===== src/rtl/wdw_irq_pkg.sv =====
package wdw_irq_pkg;

    localparam int DEF_RES_W  = 16;
    localparam int DEF_THR_W  = 8;
    localparam int DEF_CODE_W = 2;

    typedef enum logic [1:0] {
        WIN_INSIDE = 2'd0,
        WIN_ABOVE  = 2'd1,
        WIN_BELOW  = 2'd2
    } win_e;

endpackage


===== src/rtl/wdw_irq_cmp.sv =====
module wdw_irq_cmp
    import wdw_irq_pkg::*;
#(
    parameter int RES_W = DEF_RES_W,
    parameter int THR_W = DEF_THR_W
) (
    input  logic [RES_W-1:0] res_data,
    input  logic [THR_W-1:0] thr_hi,
    input  logic [THR_W-1:0] thr_lo,
    output win_e             win
);

    logic [THR_W-1:0] top_bits;

    // Take the most significant THR_W bits of the result
    generate
        if (RES_W > THR_W) begin : g_slice
            assign top_bits = res_data[RES_W-1 -: THR_W];
        end else begin : g_full
            assign top_bits = THR_W'(res_data);
        end
    endgenerate

    always_comb begin
        if (top_bits > thr_hi) begin
            win = WIN_ABOVE;
        end else if (top_bits < thr_lo) begin
            win = WIN_BELOW;
        end else begin
            win = WIN_INSIDE;
        end
    end

endmodule


===== src/rtl/wdw_irq_run.sv =====
module wdw_irq_run
    import wdw_irq_pkg::*;
#(
    parameter int CODE_W = DEF_CODE_W
) (
    input  logic              clk,
    input  logic              rst_n,
    input  logic              res_valid,
    input  win_e              win,
    input  logic [CODE_W-1:0] persist_code,
    output logic              qualify
);

    localparam int MAX_RUN = 1 << (1 << CODE_W);
    localparam int CNT_W   = $clog2(MAX_RUN + 1);

    typedef struct packed {
        logic [CNT_W-1:0] run;
    } run_state_t;

    run_state_t       st_d, st_q;
    logic [CNT_W-1:0] need;
    logic [CNT_W:0]   run_inc;
    logic             violated;

    always_comb begin
        // code 0 -> 1, code k -> 2^(k+1)
        if (persist_code == '0) begin
            need = CNT_W'(1);
        end else begin
            need = CNT_W'(1) << ({1'b0, persist_code} + 1'b1);
        end
        violated = (win != WIN_INSIDE);
        run_inc  = {1'b0, st_q.run} + 1'b1;
        qualify  = res_valid && violated && (run_inc >= {1'b0, need});

        st_d = st_q;
        if (res_valid) begin
            if (!violated) begin
                st_d.run = '0;
            end else if (run_inc > {1'b0, need}) begin
                st_d.run = need;
            end else begin
                st_d.run = run_inc[CNT_W-1:0];
            end
        end
    end

    always_ff @(posedge clk or negedge rst_n) begin
        if (!rst_n) begin
            st_q <= '0;
        end else begin
            st_q <= st_d;
        end
    end

    assert_run_bounded_R11: assert property (@(posedge clk) disable iff (!rst_n)
        st_q.run <= CNT_W'(MAX_RUN));

    assert_inside_clears_run_R4: assert property (@(posedge clk) disable iff (!rst_n)
        (res_valid && win == WIN_INSIDE) |=> (st_q.run == '0));

    assert_idle_holds_run_R5: assert property (@(posedge clk) disable iff (!rst_n)
        !res_valid |=> $stable(st_q.run));

endmodule


===== src/rtl/wdw_irq_latch.sv =====
module wdw_irq_latch (
    input  logic clk,
    input  logic rst_n,
    input  logic qualify,
    input  logic int_clr,
    output logic flag
);

    typedef struct packed {
        logic flag;
    } latch_state_t;

    latch_state_t st_d, st_q;

    always_comb begin
        st_d = st_q;
        // a qualifying violation outranks the clear
        st_d.flag = qualify | (st_q.flag & ~int_clr);
    end

    always_ff @(posedge clk or negedge rst_n) begin
        if (!rst_n) begin
            st_q <= '0;
        end else begin
            st_q <= st_d;
        end
    end

    assign flag = st_q.flag;

    assert_hold_until_clear_R6: assert property (@(posedge clk) disable iff (!rst_n)
        (st_q.flag && !int_clr) |=> st_q.flag);

    assert_clear_drops_R7: assert property (@(posedge clk) disable iff (!rst_n)
        (int_clr && !qualify) |=> !st_q.flag);

    assert_violation_wins_R8: assert property (@(posedge clk) disable iff (!rst_n)
        qualify |=> st_q.flag);

    assert_rise_needs_qualify_R10: assert property (@(posedge clk) disable iff (!rst_n)
        $rose(st_q.flag) |-> $past(qualify));

endmodule


===== src/rtl/wdw_irq.sv =====
module wdw_irq
    import wdw_irq_pkg::*;
#(
    parameter int RES_W  = DEF_RES_W,
    parameter int THR_W  = DEF_THR_W,
    parameter int CODE_W = DEF_CODE_W
) (
    input  logic              clk,
    input  logic              rst_n,
    input  logic              res_valid,
    input  logic [RES_W-1:0]  res_data,
    input  logic [THR_W-1:0]  thr_hi,
    input  logic [THR_W-1:0]  thr_lo,
    input  logic [CODE_W-1:0] persist_code,
    input  logic              int_clr,
    output logic              int_pull_en,
    output logic              int_flag
);

    win_e win;
    logic qualify;
    logic flag;

    wdw_irq_cmp #(
        .RES_W (RES_W),
        .THR_W (THR_W)
    ) i_cmp (
        .res_data (res_data),
        .thr_hi   (thr_hi),
        .thr_lo   (thr_lo),
        .win      (win)
    );

    wdw_irq_run #(
        .CODE_W (CODE_W)
    ) i_run (
        .clk          (clk),
        .rst_n        (rst_n),
        .res_valid    (res_valid),
        .win          (win),
        .persist_code (persist_code),
        .qualify      (qualify)
    );

    wdw_irq_latch i_latch (
        .clk     (clk),
        .rst_n   (rst_n),
        .qualify (qualify),
        .int_clr (int_clr),
        .flag    (flag)
    );

    // open-drain pin: enable the pull-down while the alarm is latched
    assign int_pull_en = flag;
    assign int_flag    = flag;

    assert_reset_quiet_R1: assert property (@(posedge clk)
        !rst_n |=> (!int_flag && !int_pull_en));

    assert_rise_needs_valid_R10: assert property (@(posedge clk) disable iff (!rst_n)
        $rose(int_flag) |-> $past(res_valid));

endmodule


===== config.mk =====
export PLATFORM = sky130hd
export DESIGN_NAME = wdw_irq
export DESIGN_NICKNAME = d
export VERILOG_FILES = /design/src/rtl/wdw_irq_pkg.sv /design/src/rtl/wdw_irq_cmp.sv /design/src/rtl/wdw_irq_run.sv /design/src/rtl/wdw_irq_latch.sv /design/src/rtl/wdw_irq.sv
export SDC_FILE = /design/constraint.sdc
export NUM_CORES = 1
export LEC_CHECK = 0
export CAP_MARGIN = 15
export CORE_MARGIN = 3
export CORE_UTILIZATION = 39
export CTS_CLUSTER_DIAMETER = 30
export DETAILED_ROUTE_END_ITERATION = 6
export PLACE_DENSITY_LB_ADDON = 0.2
export SLEW_MARGIN = 20
export SYNTH_ARGS = -nofsm -noshare
export SYNTH_HDL_FRONTEND = slang
export SYNTH_HIERARCHICAL = 1
export SYNTH_SLANG_ARGS = --single-unit

===== constraint.sdc =====
create_clock -name clk -period 2.3 [get_ports clk]
set_clock_uncertainty 0.05 [all_clocks]
set_input_delay 0.345 -clock clk [delete_from_list [all_inputs] [get_ports clk]]
set_output_delay 0.345 -clock clk [all_outputs]
set_load 0.03 [all_outputs]

==> results of run 1 <==
-- power breakdown --
part	leakage [nW]	internal [mW]	switching (mW)
clock network	0.0138	0.0591	0.0383
logic	0.752	0.529	0.566
registers	0.0799	0.152	0.0547
total	0.845	0.739	0.659
-- through the flow --
step	util [%]	hold WS, ns	instance area (um^2)	setup TNS (ns)
finish	74.8	0.295	1700	0
global placement	60.5	0.433	1380	-1.28
floorplan	-	-0.000591	965	0
global route	74.8	0.304	1700	-0.176
CTS	64.9	0.302	1480	0
detailed placement	60.5	0.444	1380	-1.26
-- sequential cells by signal (all words and copies together) (netlist names) --
| name | count |
|---|---|
| i_latch/flag | 1 |
| i_run/st_q | 5 |
-- final timing paths --
path | start | endpoint | slack [ns] | depth (start not counted)
max | i_run/st_q[0] | i_run/st_q[3] | 0.04 | 8
min | rst_n | i_run/st_q[1] | 0.29 | 1
max reg2reg | i_run/st_q[0] | i_run/st_q[3] | 0.04 | 8
min reg2reg | i_latch/flag | i_latch/flag | 0.45 | 1
max in group asynchronous | rst_n | i_run/st_q[3] | 1.68 | 1
min in group clk | i_latch/flag | i_latch/flag | 0.45 | 1
-- what timing repair did --
action / 4_1_cts / 5_1_grt
resized for setup: 16 / 41
buffers inserted: 0 / 3
endpoints found under the setup margin: 5 / 6
pin swaps: 6 / 14
-- metal layers --
metal | track usage, % | part of all wire [%] | up-vias | routed length (um)
met3 | 1.86 | 5.2 | 0 | 148
met2 | 28.9 | 52 | 35 | 1490
li1 | - | - | 541 | -
met5 | 0 | 0 | - | 0
met1 | 20.2 | 43 | 502 | 1210
met4 | 4.51 | 0 | 0 | 0
-- cells in the mapped netlist --
| master | instances |
|---|---|
| nor2_1 | 6 |
| a211o_1 | 1 |
| nor3_4 | 1 |
| xnor2_1 | 2 |
| a31oi_2 | 1 |
| and4_2 | 1 |
| nand4_2 | 1 |
| a211oi_1 | 1 |
| o21ai_1 | 1 |
| nand2b_1 | 3 |
| o21a_1 | 3 |
| nor2b_1 | 5 |
| nand3_1 | 5 |
| nor3_1 | 1 |
| nor4_1 | 1 |
| nand2_1 | 10 |
| o311ai_1 | 4 |
| nor3b_1 | 1 |
| a311o_1 | 2 |
| nor2b_2 | 1 |
| inv_1 | 18 |
| o21ai_0 | 6 |
| a21o_1 | 1 |
| o21ai_4 | 1 |
| ha_1 | 20 |
| or2_2 | 1 |
| nand4_1 | 3 |
| buf_4 | 1 |
| o211ai_1 | 3 |
| dfrtp_1 | 6 |
| a21oi_1 | 8 |
| a32o_2 | 1 |
| and3_1 | 1 |
-- cell families after synthesis --
logic type | count (synthesis)
simple gates | 41
fa+ha+maj | 20
xor+xnor | 2
compound gates | 33
flops | 6
buf+inv | 19
-- area by class of cell --
| class | count | area (um^2) | area share (%) |
|---|---|---|---|
| flip-flops and latches | 6 | 150 | 8.82 |
| well taps | 28 | 35.0 | 2.06 |
| repair buffers | 44 | 442 | 26.0 |
| inverters | 18 | 67.6 | 3.97 |
| clock buffers | 3 | 22.5 | 1.32 |
| multi-input cells | 96 | 985 | 57.9 |
-- critical path: stages, from the launching register on --
cell and delay, ns:
dfrtp_1 0.38, ha_2 0.19, nor2b_1 0.14, or2_4 0.27, ha_4 0.24, nor2b_4 0.13
and4_4 0.21, o311ai_4 0.32, o311ai_2 0.16
==> summary.txt, run 1 <==
Detailed routing
  • DRT iter0 DRCs: 26
  • Final WL: 2850 um
  • Total iterations of the first detailed-routing run: 4
  • ANT nets after route: 0
  • DRC errors left: 0
  • Drt via density: 5.53
  • Vias: 1078
  • WL/cell: 14.6 um

Timing
  • Actual slew at the worst max-slew pin: 0.312 ns
  • Final hold vios: 0
  • Final Cycle Share: 98.1%
  • Tmin final: 2.26 ns
  • Setup-failing EPs final: 0
  • Pins over their slew limit: 0
  • F_max: 0.443 GHz
  • Final setup margin: 0.0444 ns
  • Slew HR: 79.1%

Yosys
  • Post-synthesis sequential area ratio: 15.6%
  • Post-Syn Area: 965 um^2
  • Flop and latch count out of synthesis: 6
  • Post-synth top area cell: ha_1
  • Largest family of logic cells by synthesized area: adder cells
  • Synth Net Count: 179
  • Largest cells by area after synthesis: ha_1 26%, dfrtp_1 16%, inv_1 7.0%
  • Post-synthesis adder-cell area fraction: 25.9%
  • Simple-Gate Fraction of Synth Area: 24.1%
  • Yosys warning count: 6
  • Compound-Gate Fraction of Synth Area: 24.8%
  • Xor-xnor portion of the synthesized cell area: 1.82%
  • Syn avg cell area: 7.97 um^2
  • Synth Instances: 121
  • Post-synth top area share: 25.9%
  • Post-synthesis mux area share: 0%
  • Synth unique cells: 33

Clock network
  • CTS tree: yes
  • Reg clk slew, reported paths: 0.05 ns
  • CTS root buf: clkbuf_4
  • Clock Sinks: 6
  • Total CTS buffers: 3
  • Clock Latency Late Sink: 0.24 ns
  • Htree depth: 1
  • Max Root-Sink Buffers: 2
  • Hold_buf cts: 0

Layout
  • Total Nets Final: 227
  • Share of cells above drive strength 1: 32.3%
  • Fin cells: 195
  • Synth-to-Final Area Change: 76.4%
  • Inserted Diodes: 0
  • Commonest non-fill, non-tap cell in the layout: clkdlybuf4s50_1
  • Fillers: 160
  • Commonest cells after routing, fill and taps aside: 16 x clkdlybuf4s50_1, 13 x dlymetal6s2s_1, 12 x inv_1, 12 x buf_4

Hold path
  • Worst Hold Class: in2async

Worst setup path
  • Startpoint Class: register
  • Crit path kind: reg2reg
  • Crit end category: register
  • CP max FO: 3
  • Critical path arrival: 2.30 ns
  • Crit path required time: 2.34 ns

Placed design
  • Pre-CTS setup slack: -0.256 ns
  • Routability cong.: 0.864
  • Placed Cells: 189
  • IO buf count: 31
  • Post-DP HPWL: 2070 um

GRT
  • Pin count of the biggest net entering global routing: 7
  • Vias in the first global route: 1044
  • First-pass GRT wire length: 4270 um
  • GRT Residual Overflow: 0
  • Initial antenna violation count: 0
  • GRT Total Usage: 16.1%

Run
  • Max Cap Viol: 0

Floorplan
  • IO Count: 40
  • Initial Util: 42.4%
  • Die Y: 55.7 um
  • Width of the die: 55.7 um
  • Core Rows: 17
  • CORE AREA: 0.00228 mm^2
  • Die area: 0.00311 mm^2

Power
  • Power Density: 822 mW/mm^2
  • Leak: 0.845 nW
  • Total power: 1.40 mW
  • Worst vdd ir: 806 uV

Status
  • Status: completed
No activity file was read; power rests on OpenSTA's default activity.
==> run 2, diff against run 1 <==
ABC_AREA = 1   (was unset)
==> run 2 against run 1 <==
  * Critical path depth increased by 4
  * Die area grew 0.92%
  * Register-to-register slack gained 0.12 ns
  * Clock-buffer cell count is the same
  * Wire length decreased by 27%
  * Total power fell by 30%
  * Setup slack improved by 0.12 ns
  * Combinational power decreased by 39%
  * Global-route usage down 1.3 points
==> summary.txt, run 2 <==
Timing
  • Setup-failing EPs final: 0 (unchanged)
  • Final Cycle Share: 92.9% (-5.2 points)
  • Pins over their slew limit: 0 (unchanged)
  • Final hold vios: 0 (unchanged)
  • Tmin final: 2.14 ns (-0.119 ns)
  • Actual slew at the worst max-slew pin: 0.317 ns (+0.00527 ns)
  • RSZ-0062 raised after global routing: false
  • F_max: 0.468 GHz (+5.5%)
  • Slew HR: 78.8% (-0.34 points)

Detailed routing
  • Drt via density: 4.52 (-18%)
  • Vias: 945 (-12%)
  • DRC errors left: 0 (unchanged)
  • WL/cell: 9.97 um (-32%)
  • ANT nets after route: 0 (unchanged)
  • DRT iter0 DRCs: 40 (+54%)
  • Final WL: 2080 um (-27%)
  • Total iterations of the first detailed-routing run: 4 (unchanged)

GRT
  • First-pass GRT wire length: 3800 um (-11%)
  • Pin count of the biggest net entering global routing: 7 (unchanged)
  • GRT Residual Overflow: 0 (unchanged)
  • Vias in the first global route: 921 (-12%)
  • GRT Total Usage: 14.8% (-1.3 points)
  • Initial antenna violation count: 0 (unchanged)

Layout
  • Inserted Diodes: 0 (unchanged)
  • Fillers: 216 (+35%)
  • Largest register FFs: 5 (unchanged)
  • Share of cells above drive strength 1: 16.6% (-16 points)
  • Commonest cells after routing, fill and taps aside: 39 x nand2_1, 31 x clkdlybuf4s50_1, 29 x inv_1
  • Commonest non-fill, non-tap cell in the layout: nand2_1
  • Total Nets Final: 241 (+6.2%)
  • Final core utilization: 60.5% (-14 points)
  • Fin cells: 209 (+7.2%)
  • Synth-to-Final Area Change: 42.6%
  • Top reg by flops: i_run/st_q

Placed design
  • Post-DP HPWL: 1810 um (-13%)
  • Routability cong.: 0.801 (-7.3%)
  • Placed Cells: 206 (+9.0%)
  • IO buf count: 31 (unchanged)

Yosys
  • Yosys warning count: 6 (unchanged)
  • Count leader, synth: nand2_1
  • Largest cells by area after synthesis: ha_1 26%, dfrtp_1 15%, nand2_1 15%
  • Top FF cell, synth: dfrtp_1
  • Post-synthesis sequential area ratio: 15.4% (-0.16 points)
  • Syn avg cell area: 6.86 um^2 (-14%)
  • Post-synth top area cell: ha_1
  • Synth Instances: 142 (+17%)
  • Synth top cells by count: 39 x nand2_1, 29 x inv_1, 20 x ha_1, 11 x nand3_1
  • Post-Syn Area: 975 um^2 (+1.0%)
  • Synth Net Count: 200 (+12%)
  • Flop and latch count out of synthesis: 6 (unchanged)
  • Async SR Flop Fraction: 100% (unchanged)
  • Synth unique cells: 22 (-33%)
  • Post-synth top area share: 25.7% (-0.27 points)
  • EDFF count, synth: 0 (unchanged)

Hold path
  • Worst Hold Class: in2async

Clock network
  • Hold_buf cts: 0 (unchanged)
  • Htree depth: 1 (unchanged)
  • CTS root buf: clkbuf_4
  • CTS tree: yes
  • Max Root-Sink Buffers: 2 (unchanged)
  • Clock Sinks: 6 (unchanged)
  • Reg clk slew, reported paths: 0.05 ns (about the same)
  • Total CTS buffers: 3 (unchanged)
  • Clock Latency Late Sink: 0.25 ns (about the same)

Status
  • Status: completed

Worst setup path
  • Startpoint Class: register
  • Crit path kind: reg2reg
  • Critical path arrival: 2.23 ns (-0.07 ns)
  • Crit path required time: 2.39 ns (+0.05 ns)
  • Crit end category: register
  • CP max FO: 5 (+2)

Floorplan
  • Initial Util: 42.4% (+0.043 points)
  • CORE AREA: 0.00230 mm^2 (+0.93%)
  • Width of the die: 56.0 um (+0.46%)
  • Die Y: 56.0 um (+0.46%)
  • Die area: 0.00313 mm^2 (+0.92%)
  • IO Count: 40 (unchanged)
  • Core Rows: 17 (unchanged)

Power
  • Worst vdd ir: 540 uV (-33%)
  • Power Density: 703 mW/mm^2 (-14%)
  • Leak: 0.776 nW (-8.2%)

Run
  • Max Cap Viol: 0 (unchanged)
==> run 2: routing by layer <==
layer  share of wire, %  up-vias  GRT usage (%)
met1                 40      398           16.3
met4                  0        0           3.05
met2                 52       29           27.7
met5                  0        -              0
li1                   -      518              -
met3                7.3        0           4.41
==> run 2: cells by family (layout without fill, tap and decap cells) <==
family,count (synthesis),count (layout),synth area share (%)
xor gates and xnor gates,3,3,2.70
DFF,6,6,15.4
AOI/OAI and AO/OA,11,11,7.83
adders and majority gates,20,20,25.7
and+or+nand+nor,70,70,35.7
buffers and inverters,32,71,12.7
==> run 2: report_power, final <==
part / internal, mW / total (mW) / switching [mW] / leakage (nW)
Sequential: 0.154 / 0.213 / 0.0589 / 0.0783
Combinational: 0.284 / 0.665 / 0.381 / 0.684
Clock: 0.0592 / 0.0993 / 0.0401 / 0.0138
==> run 2: worst max-delay path, stage by stage (launching register included) <==
cell     delay [ns]
dfrtp_1        0.43
ha_1           0.25
nand3_1        0.10
xor2_1         0.19
inv_1          0.06
ha_1           0.29
nand3_1        0.09
nor2_2         0.17
o21ai_4        0.11
nand2_4        0.10
nand2_1        0.05
nand3_1        0.08
nand2_1        0.05
==> run 2: area by class of cell <==
cell class,instances,area [um^2],area share (%)
Multi-Input combinational cell,104,711,51.1
Timing Repair Buffer,37,355,25.6
Sequential cell,6,150,10.8
Inverter,31,116,8.37
Tap cell,28,35.0,2.52
Clock buffer,3,22.5,1.62
==> run 2: timing repair <==
item                       CTS  global route
resized for setup            0             2
setup endpoints to repair    0             4
buffers inserted             0             0
==> run 2: path summary, 6_finish.rpt <==
check | start | end | slack, ns | cells after the start
max in group asynchronous | rst_n | i_run/st_q[2] | 1.68 | 1
min | rst_n | i_run/st_q[4] | 0.29 | 1
min reg2reg | i_latch/flag | i_latch/flag | 0.47 | 2
max reg2reg | i_run/st_q[0] | i_run/st_q[4] | 0.16 | 12
max | i_run/st_q[0] | i_run/st_q[4] | 0.16 | 12
min in group clk | i_latch/flag | i_latch/flag | 0.47 | 2
==> run 2: through the flow <==
step / power [mW] / instance area, um^2 / setup TNS [ns] / setup slack, ns / hold WS (ns)
after floorplan: 0.682 / 975 / 0 / 0.300 / -0.000591
after global placement: 0.841 / 1360 / 0 / 0.00626 / 0.428
after detailed placement: 0.868 / 1360 / -0.131 / -0.0368 / 0.467
after CTS: 0.974 / 1380 / 0 / 0.0962 / 0.296
after global routing: 1.09 / 1390 / 0 / 0.000379 / 0.301
final: 0.978 / 1390 / 0 / 0.163 / 0.289
